--- config.mk ---
export PLATFORM = sky130hd
export DESIGN_NAME = tagmem_lsu
export DESIGN_NICKNAME = d
export VERILOG_FILES = /design/src/rtl/tagmem_pkg.sv /design/src/rtl/tagmem_decode.sv /design/src/rtl/tagmem_store.sv /design/src/rtl/tagmem_lsu.sv
export SDC_FILE = /design/constraint.sdc
export NUM_CORES = 2
export LEC_CHECK = 0
export ABC_CLOCK_PERIOD_IN_PS = 2700
export CAP_MARGIN = 20
export CORE_MARGIN = 2
export CORE_UTILIZATION = 58
export CTS_BUF_LIST = sky130_fd_sc_hd__clkbuf_4
export CTS_CLUSTER_DIAMETER = 100
export DETAILED_ROUTE_END_ITERATION = 10
export GPL_TIMING_DRIVEN = 0
export PLACE_DENSITY_LB_ADDON = 0.12
export SLEW_MARGIN = 20
export SYNTH_ARGS = -nofsm -noshare
export SYNTH_HDL_FRONTEND = slang
export SYNTH_SLANG_ARGS = --single-unit
--- constraint.sdc ---
create_clock -name clk -period 2.7 [get_ports clk]
set_input_delay 0.405 -clock clk [delete_from_list [all_inputs] [get_ports clk]]
set_output_delay 0.405 -clock clk [all_outputs]
set_load 0.005 [all_outputs]
--- src/rtl/tagmem_pkg.sv ---
package tagmem_pkg;

    localparam int GRAN_BYTES = 16;
    localparam int GRAN_BITS  = GRAN_BYTES * 8;
    localparam int LANE_W     = $clog2(GRAN_BYTES);

    // op[2] = store, op[1:0] = size code (0:1B 1:4B 2:8B 3:16B)
    typedef enum logic [2:0] {
        OP_LDB = 3'd0, OP_LDW = 3'd1, OP_LDD = 3'd2, OP_LDQ = 3'd3,
        OP_STB = 3'd4, OP_STW = 3'd5, OP_STD = 3'd6, OP_STQ = 3'd7
    } mem_op_e;

    typedef struct packed {
        logic                  wr;        // legal store
        logic                  rd;        // legal load
        logic                  err;       // misaligned quadword
        logic                  tag_load;  // quadword load feeding the flag
        logic                  tag_val;   // tag written by a store
        logic [GRAN_BYTES-1:0] ben;       // byte enables
        logic [LANE_W-1:0]     lane;      // first byte lane
        logic [1:0]            sz;        // size code
    } acc_dec_t;

    function automatic logic [LANE_W-1:0] lane_base(input logic [1:0] sz,
                                                    input logic [LANE_W-1:0] off);
        case (sz)
            2'd0:    return off;
            2'd1:    return {off[3:2], 2'b00};
            2'd2:    return {off[3], 3'b000};
            default: return '0;
        endcase
    endfunction

    function automatic logic [GRAN_BYTES-1:0] lane_mask(input logic [1:0] sz,
                                                        input logic [LANE_W-1:0] base);
        logic [GRAN_BYTES-1:0] m;
        case (sz)
            2'd0:    m = 16'h0001;
            2'd1:    m = 16'h000F;
            2'd2:    m = 16'h00FF;
            default: m = 16'hFFFF;
        endcase
        return m << base;
    endfunction

    function automatic logic [GRAN_BITS-1:0] size_mask(input logic [1:0] sz);
        case (sz)
            2'd0:    return {{(GRAN_BITS-8){1'b0}},  8'hFF};
            2'd1:    return {{(GRAN_BITS-32){1'b0}}, 32'hFFFF_FFFF};
            2'd2:    return {{(GRAN_BITS-64){1'b0}}, 64'hFFFF_FFFF_FFFF_FFFF};
            default: return '1;
        endcase
    endfunction

endpackage

--- src/rtl/tagmem_decode.sv ---
module tagmem_decode
    import tagmem_pkg::*;
(
    input  logic [2:0]        op,
    input  logic [LANE_W-1:0] offset,
    input  logic              ta,
    input  logic              tflag,
    output acc_dec_t          dec
);

    logic is_store;
    logic is_quad;
    logic misal;

    always_comb begin
        is_store     = op[2];
        is_quad      = (op[1:0] == 2'b11);
        misal        = is_quad && (offset != '0);
        dec.sz       = op[1:0];
        dec.err      = misal;
        dec.wr       = is_store && !misal;
        dec.rd       = !is_store && !misal;
        dec.lane     = lane_base(op[1:0], offset);
        dec.ben      = lane_mask(op[1:0], dec.lane);
        dec.tag_val  = is_quad && ta && tflag;
        dec.tag_load = !is_store && is_quad && ta && !misal;
    end

endmodule

--- src/rtl/tagmem_store.sv ---
module tagmem_store
    import tagmem_pkg::*;
#(
    parameter int GRANULES = 16,
    localparam int IDX_W   = $clog2(GRANULES)
) (
    input  logic                  clk,
    input  logic                  rst,
    input  logic [IDX_W-1:0]      idx,
    input  logic                  wr_en,
    input  logic [GRAN_BYTES-1:0] ben,
    input  logic [GRAN_BITS-1:0]  wdata,
    input  logic                  tag_in,
    input  logic                  rd_en,
    output logic [GRAN_BITS-1:0]  rdata,
    output logic                  tag_peek
);

    logic [GRAN_BITS-1:0] data_q [GRANULES];
    logic [GRANULES-1:0]  tag_q;   // held alongside data, in check-bit storage
    logic [GRAN_BITS-1:0] rdata_q;

    always_ff @(posedge clk) begin
        if (rst) begin
            for (int g = 0; g < GRANULES; g++) data_q[g] <= '0;
            tag_q <= '0;
        end else if (wr_en) begin
            for (int b = 0; b < GRAN_BYTES; b++)
                if (ben[b]) data_q[idx][b*8 +: 8] <= wdata[b*8 +: 8];
            tag_q[idx] <= tag_in;
        end
    end

    always_ff @(posedge clk) begin
        if (rst)        rdata_q <= '0;
        else if (rd_en) rdata_q <= data_q[idx];
    end

    assign rdata    = rdata_q;
    assign tag_peek = tag_q[idx];


    bad_store_collision_chk: assert property (@(posedge clk) disable iff (rst)
        wr_en |-> (ben != '0));

endmodule

--- src/rtl/tagmem_lsu.sv ---
module tagmem_lsu
    import tagmem_pkg::*;
#(
    parameter int GRANULES = 16,
    parameter int ADDR_W   = $clog2(GRANULES) + 4
) (
    input  logic                 clk,
    input  logic                 rst,
    input  logic                 req_valid,
    output logic                 req_ready,
    input  logic [2:0]           req_op,
    input  logic [ADDR_W-1:0]    req_addr,
    input  logic [GRAN_BITS-1:0] req_wdata,
    input  logic                 mode_we,
    input  logic                 mode_wdata,
    input  logic                 flag_we,
    input  logic                 flag_wdata,
    output logic                 rsp_valid,
    output logic [GRAN_BITS-1:0] rsp_rdata,
    output logic                 rsp_align_err,
    output logic                 tags_active,
    output logic                 tag_flag
);

    localparam int IDX_W = $clog2(GRANULES);

    logic                 acc;
    logic [IDX_W-1:0]     gidx;
    acc_dec_t             dec;
    logic [GRAN_BITS-1:0] wshift;
    logic [GRAN_BITS-1:0] raw;
    logic                 tag_peek;

    logic                 ta_q, tflag_q;
    logic                 rsp_q, err_q, ld_q;
    logic [LANE_W-1:0]    lane_q;
    logic [1:0]           sz_q;

    assign req_ready = !rst;
    assign acc       = req_valid && req_ready;
    assign gidx      = req_addr[ADDR_W-1:LANE_W];
    assign wshift    = req_wdata << {dec.lane, 3'b000};

    tagmem_decode u_dec (
        .op     (req_op),
        .offset (req_addr[LANE_W-1:0]),
        .ta     (ta_q),
        .tflag  (tflag_q),
        .dec    (dec)
    );

    tagmem_store #(.GRANULES(GRANULES)) u_store (
        .clk      (clk),
        .rst      (rst),
        .idx      (gidx),
        .wr_en    (acc && dec.wr),
        .ben      (dec.ben),
        .wdata    (wshift),
        .tag_in   (dec.tag_val),
        .rd_en    (acc && dec.rd),
        .rdata    (raw),
        .tag_peek (tag_peek)
    );

    always_ff @(posedge clk) begin
        if (rst)          ta_q <= 1'b0;
        else if (mode_we) ta_q <= mode_wdata;
    end

    always_ff @(posedge clk) begin
        if (rst)                        tflag_q <= 1'b0;
        else if (acc && dec.tag_load)   tflag_q <= tag_peek;
        else if (flag_we)               tflag_q <= flag_wdata;
    end

    always_ff @(posedge clk) begin
        if (rst) begin
            rsp_q  <= 1'b0;
            err_q  <= 1'b0;
            ld_q   <= 1'b0;
            lane_q <= '0;
            sz_q   <= '0;
        end else begin
            rsp_q  <= acc;
            err_q  <= acc && dec.err;
            ld_q   <= acc && dec.rd;
            if (acc) begin
                lane_q <= dec.lane;
                sz_q   <= dec.sz;
            end
        end
    end

    assign rsp_valid     = rsp_q;
    assign rsp_align_err = err_q;
    assign rsp_rdata     = ld_q ? ((raw >> {lane_q, 3'b000}) & size_mask(sz_q)) : '0;
    assign tags_active   = ta_q;
    assign tag_flag      = tflag_q;


    reset_clear_chk: assert property (@(posedge clk)
        ($past(rst) && !rst) |-> (!tags_active && !tag_flag && !rsp_valid && (u_store.tag_q == '0)));


    rsp_follows_acc_chk: assert property (@(posedge clk) disable iff (rst)
        acc |=> rsp_valid);


    rsp_only_after_acc_chk: assert property (@(posedge clk) disable iff (rst)
        !acc |=> !rsp_valid);


    ord_store_clr_chk: assert property (@(posedge clk) disable iff (rst)
        (acc && req_op[2] && (req_op[1:0] != 2'b11))
        |=> (u_store.tag_q[$past(gidx)] == 1'b0));


    quad_store_tag_chk: assert property (@(posedge clk) disable iff (rst)
        (acc && (req_op == OP_STQ) && ta_q && (req_addr[LANE_W-1:0] == '0))
        |=> (u_store.tag_q[$past(gidx)] == $past(tflag_q)));


    flag_hold_chk: assert property (@(posedge clk) disable iff (rst)
        (!flag_we && !(acc && (req_op == OP_LDQ) && ta_q)) |=> $stable(tag_flag));


    misalign_err_chk: assert property (@(posedge clk) disable iff (rst)
        (acc && (req_op[1:0] == 2'b11) && (req_addr[LANE_W-1:0] != '0))
        |=> (rsp_align_err && (rsp_rdata == '0)));

endmodule

# == Word-level counts from Yosys, hierarchy flattened ==
# Memories as Yosys holds them, arrays and structs flattened. A register that Yosys moved wholly into a read port is not among the register bits.
# Cells that the tools add are included.
# W data, S select, Z words.
# word_totals
regBits,27
latch_bits,0
ram_bits,2048
mem_bits_ro,0
in_bits,146
out_inout_bits,133
word_cells,122
n_memories,1
# classes
n_addsub,0
multipliers,0
div_mod_pow,0
order_cmp,2
eq_ne,5
shift,3
muxes,80
n_bitwise,1
reduce_logical,22
# mem_list
memory,depth,word_bits,rd,rd_ports_with_merged_regs,wr,line_no,rtl
u_store.data_q,16,128,1,1,16,tagmem_store.sv:19,logic [GRAN_BITS-1:0] data_q [GRANULES];
# ops
op,n
$pmux W128 S3,1
$mux W128,2
$and A128 B128 Y128,1
$reduce_or A128 Y1,1
$shl A128 B7 Y128,1
$shr A128 B7 Y128,1
$mux W1,70
$pmux W16 S3,1
$bwmux W16,1
$mux W16,1
$shl A16 B4 Y16,1
$logic_and A1 B1 Y1,14
$pmux W4 S3,1
$eq A2 B2 Y1 const B,3
$lt A4 B5 Y1 const B,1
$bmux W1 S4,1
$demux W1 S4,1
$eq A2 B1 Y1 const B,2
$ge A4 B1 Y1 const B,1
$logic_not A2 Y1,2
$mux W4,1
$reduce_bool A4 Y1,1
$logic_not A1 Y1,3
$reduce_bool A2 Y1,1

# == Depth between registers and ports, before layout ==
# depth
depth_word,10
ltp_mapped,11
ltp_nobuf,5

# == By module ==
# Synthesis repeated with hierarchy kept, for this count alone.
# unflattened
hier_cells,8496
hier_area_um2,109543.8
# modules_own_cells
module,instances,cells_per_inst,area_per_inst_um2,seq_area_each_um2
tagmem_store,1,7216,98933.6,64381.7
tagmem_lsu,1,1233,10318.6,220.2
tagmem_decode,1,47,291.5,0.0

# == Least setup slack after synthesis ==
# OpenSTA, ideal clock, no wires.
# synth_timing
path_type,input to register
startpoint,in req_addr[0]
endpoint,mem u_store.data_q[12][88] in the netlist's numbering (enable)
setup_time_ps,329
arrival_time_ps,2439
required_ps,2371
path_slack_ps,-68
stages,7
path_buffers,2
cell_sequence,buf_6 or4_4 a211o_1 buf_6 nor3_4 nand2_2 nand2_1
# synth_lines
element,line_no,rtl
start: declaration,tagmem_lsu.sv:12,"input logic [ADDR_W-1:0] req_addr,"
end: declaration,tagmem_store.sv:19,

# == Final worst setup path ==
# layout_timing
startpoint,reg lane_q[0]
endpoint,out rsp_rdata[51]
# layout_between
elab_chain_cells,3
# layout_rtl
element,line_no,rtl
start: declaration,tagmem_lsu.sv:36,logic [LANE_W-1:0] lane_q;
start signal: assignment,tagmem_lsu.sv:88,lane_q <= dec.lane;
$shr A128 B7 Y128,tagmem_lsu.sv:96,"assign rsp_rdata = ld_q ? ((raw >> {lane_q, 3'b000}) & size_mask(sz_q)) : '0;"
$and A128 B128 Y128,tagmem_lsu.sv:96,
$mux W128,tagmem_lsu.sv:96,
end: declaration,tagmem_lsu.sv:19,"output logic [GRAN_BITS-1:0] rsp_rdata,"
# Every way passes these cells.

==> run_results.csv <==
group,metric,value,unit
worst_setup_path,crit_start,"lane_q[0]",
timing,setup_viol,1158,
placed_design,io_buffers,275,
timing,slew_violations,0,
routing,viasPerCell,6.92,
synth,ys_ff_latch,2203,
die,die_width,427,um
pwr,power_density,643,mW/mm2
layout,fillerInstances,12700,
pwr,p_total,80.0,mW
clock_tree,clockRootBuffer,"clkbuf_4",
timing,worst_clock_skew,0.152,ns
timing,hold_ws,0.118,ns
clock_tree,numCtsBuffers,579,
timing,tightest_slew,1.27,ns
routing,wl_met3,64.1,mm
pwr,swShare,28.1,%
timing,grt_setup_unrepaired,"true",
worst_setup_path,r2r_start,"u_store.data_q[11][36]",
global_routing,grt_overflow,0,
worst_setup_path,crit_top_cell,"buf_4",
layout,multi_input_area,0.0401,mm2
die,coreArea,0.178,mm2
layout,layout.cells.non_filler,11800,
die,fp.dieArea,0.182,mm2
synth,synthArstFlopShare,0,%
synth,synth-seq-area-share,62.3,%
clock_tree,cts_max_level,6,
pwr,p_int,57.6,mW
routing,drt_iter0_markers,13300,
synth,ys_types,79,
worst_setup_path,path_class,"reg2out",
placed_design,dp_hpwl,318,mm
worst_setup_path,startpoint_type,"register",
layout,layout.nets,9163,
placed_design,place_inst,10600,
worst_setup_path,cp_max_fo,6,
clock_tree,cts_tree,"done",
synth,syn-cell-area,0.104,mm2
pwr,p_clk_share,36.3,%
clock_tree,cts_sinks,2203,
routing,wl_met1,138,mm
synth,synth_top_area_share,59.3,%
global_routing,track_usage,46.6,%
worst_setup_path,slowest_stage,"mux4_2",
synth,synth_flop_cell,"edfxtp_1",
routing,ant_nets,0,
worst_setup_path,worst-path-buf-inv,4,
global_routing,first_global_vias,77900,
routing,highest_layer,"met5",
synth,synth_area_per_cell,13.2,um2
routing,vias,81700,
clock_tree,clkTransAtPathRegs,0.07,ns
synth,syn-num-nets,8001,
die,num_rows,155,
pwr,p_switching,22.5,mW
job,maxCapViolations,0,
pwr,p_seq_share,49.5,%
status,outcome,"complete, but fails checks",
pwr,p_leak,42.8,nW
clock_tree,cts_max_path_buffers,4,
synth,synth_edf_count,2048,
synth,synthTopCellsByArea,"edfxtp_1, mux4_2, nor2_1",
timing,finalCritPeriodShare,143,%
clock_tree,clkLatencyLatePin,1.48,ns
synth,yosysWarnings,0,
synth,yosysTopAreaCell,"edfxtp_1",
worst_setup_path,crit_arrival,3.47,ns
hold_path,worstHoldPathType,"in2reg",
die,start_util,58.3,%
global_routing,grt_pass1_wl,582,mm
worst_setup_path,critPathCaptureType,"output pin",
timing,fmax,0.258,GHz
worst_setup_path,slowest_delay,0.54,ns
timing,relSlewSlack,15.2,%
worst_setup_path,cp_top_family,"multiplexers",
synth,synthCells,7855,
hold_path,min_from,"req_wdata[122]",
worst_setup_path,path_cells,"buf_4, buf_4, clkbuf_16, mux4_2, mux2i_1, o22a_1, nor2_1, dlymetal6s2s_1",
pwr,ir_worst_vdd,556,uV
routing,first_pass_iters,7,
routing,drt_wl_total,431,mm
global_routing,grt_antenna_before_repair,55,
routing,drc,0,
layout,seqCellArea,0.0646,mm2
routing,wl_met2,186,mm
timing,finalHoldViolations,0,
status,violations,"setup timing",
pwr,combPwrFrac,14.2,%
layout,area_delta_synth_final,20.0,%
worst_setup_path,worstPathRequired,2.30,ns
timing,min_period,3.87,ns
timing,layout_setup_ws,-1.17,ns
die,die_height,427,um
routing,wl_per_cell,36.5,um
die,ios,279,
placed_design,place_congestion,1.16,
layout,drive_above_1_share,32.5,%
global_routing,grt_start_max_net_pins,17,
[stage by stage]
stage                     cell area, um2  util (%)  setup WS [ns]  setup TNS [ns]
after CTS                         120000      67.3          -1.34        -1841.15
after floorplan                   104000         -        0.00225               0
after detailed placement          111000      62.4          -2.79        -8203.88
after global routing              124000      69.8          -1.22         -164.04
after global placement            109000      61.5          -4.50               -
final                             124000      69.9          -1.17         -194.65
[sequential cells by signal, indices dropped and copies added (netlist names)]
| register | flops |
|---|---|
| u_store.data_q | 2048 |
| ld_q | 1 |
| rsp_align_err | 1 |
| u_store.rdata | 128 |
| sz_q | 2 |
| lane_q | 4 |
| rsp_valid | 1 |
| tags_active | 1 |
| tag_flag | 1 |
| u_store.tag_q | 16 |
[Yosys cell counts (9+ instances only)]
cell and count:
nor2_1 2071, edfxtp_1 2048, nand2_1 628, mux4_2 618
clkbuf_1 365, a22oi_1 282, nor3_1 189, a21oi_1 186
dfxtp_1 155, a22o_1 129, buf_2 127, mux2i_1 127
nand3_1 123, buf_1 108, a211oi_1 90, nand2_2 56
o22ai_1 55, nor2b_1 52, mux2_2 38, and2_1 34
o21ai_0 27, nand2b_1 23, buf_4 18, a221oi_2 16
a31oi_1 16, o22a_1 16, a21o_1 15, o221a_2 15
or2_2 15, o21a_1 14, a211oi_2 12, a221oi_1 12
o211a_1 10, buf_6 9, nor3_4 9, o31a_1 9
[what timing repair did]
action	4_1_cts	5_1_grt
gates cloned	3	5
hold buffers	8	2
setup buffers	56	175
hold endpoints to repair	31	11
pin swaps	32	99
gates resized for setup	458	1169
setup endpoints to repair	3971	4234
[placed cells by master, fill, tap and decap left out, types with 129 or more instances in the layout]
cell                n
nand2_2           242
a22oi_1           274
nor3_1            166
clkbuf_4          877
dfxtp_1           147
nand2_1           418
nor2_1           2026
a22o_1            129
mux4_2            618
clkdlybuf4s50_1   147
clkbuf_1          204
clkbuf_2          191
buf_2             151
edfxtp_1         2048
buf_4             148
[final timing paths]
path	to	slack (ns)	cells after the start
setup reg to reg	u_store.rdata[36]	0.39	4
hold / removal	u_store.data_q[15][122]	0.12	5
hold reg to reg	u_store.rdata[5]	0.50	1
setup / recovery	rsp_rdata[51]	-1.17	8
[layout make-up]
cell class / count / area share, %
diodes: 65 / 0.131
inverters: 9 / 0.0322
well taps: 2355 / 2.37
plain buffers: 615 / 2.68
clock buffers: 825 / 4.98
multi-input cells: 5016 / 32.2
flip-flops and latches: 2203 / 51.9
repair buffers: 593 / 4.99
clock inverters: 130 / 0.654
[tightest hold or removal path, delay by kind of cell]
family	cells	cell delay [ns]
AO/OA/AOI/OAI	4	0.58
buffers and inverters	1	0.41
[logic make-up after synthesis]
| group | after synthesis | synth area share (%) |
|---|---|---|
| buf+inv | 636 | 2.59 |
| flops | 2203 | 62.3 |
| simple gates | 3258 | 13.0 |
| compound gates | 975 | 7.03 |
| mux | 783 | 15.1 |
[power groups by stage]
stage                     registers, mW  clock network [mW]  logic [mW]
after detailed placement           40.3                   0        9.76
final                              39.6                29.1        11.3
after global placement             40.2                   0        9.40
after CTS                          39.6                28.8        10.0
after global routing               39.7                30.5        11.3
after floorplan                    39.9                   0        5.14
[routing by layer]
metal  up-vias  global-route usage [%]
met5         -                   0.370
met4        24                    37.6
met3      1722                    17.0
met2      7330                    66.6
met1     40300                    57.2
li1      32400                       -
Note: power is estimated with default switching activity, not from simulation.
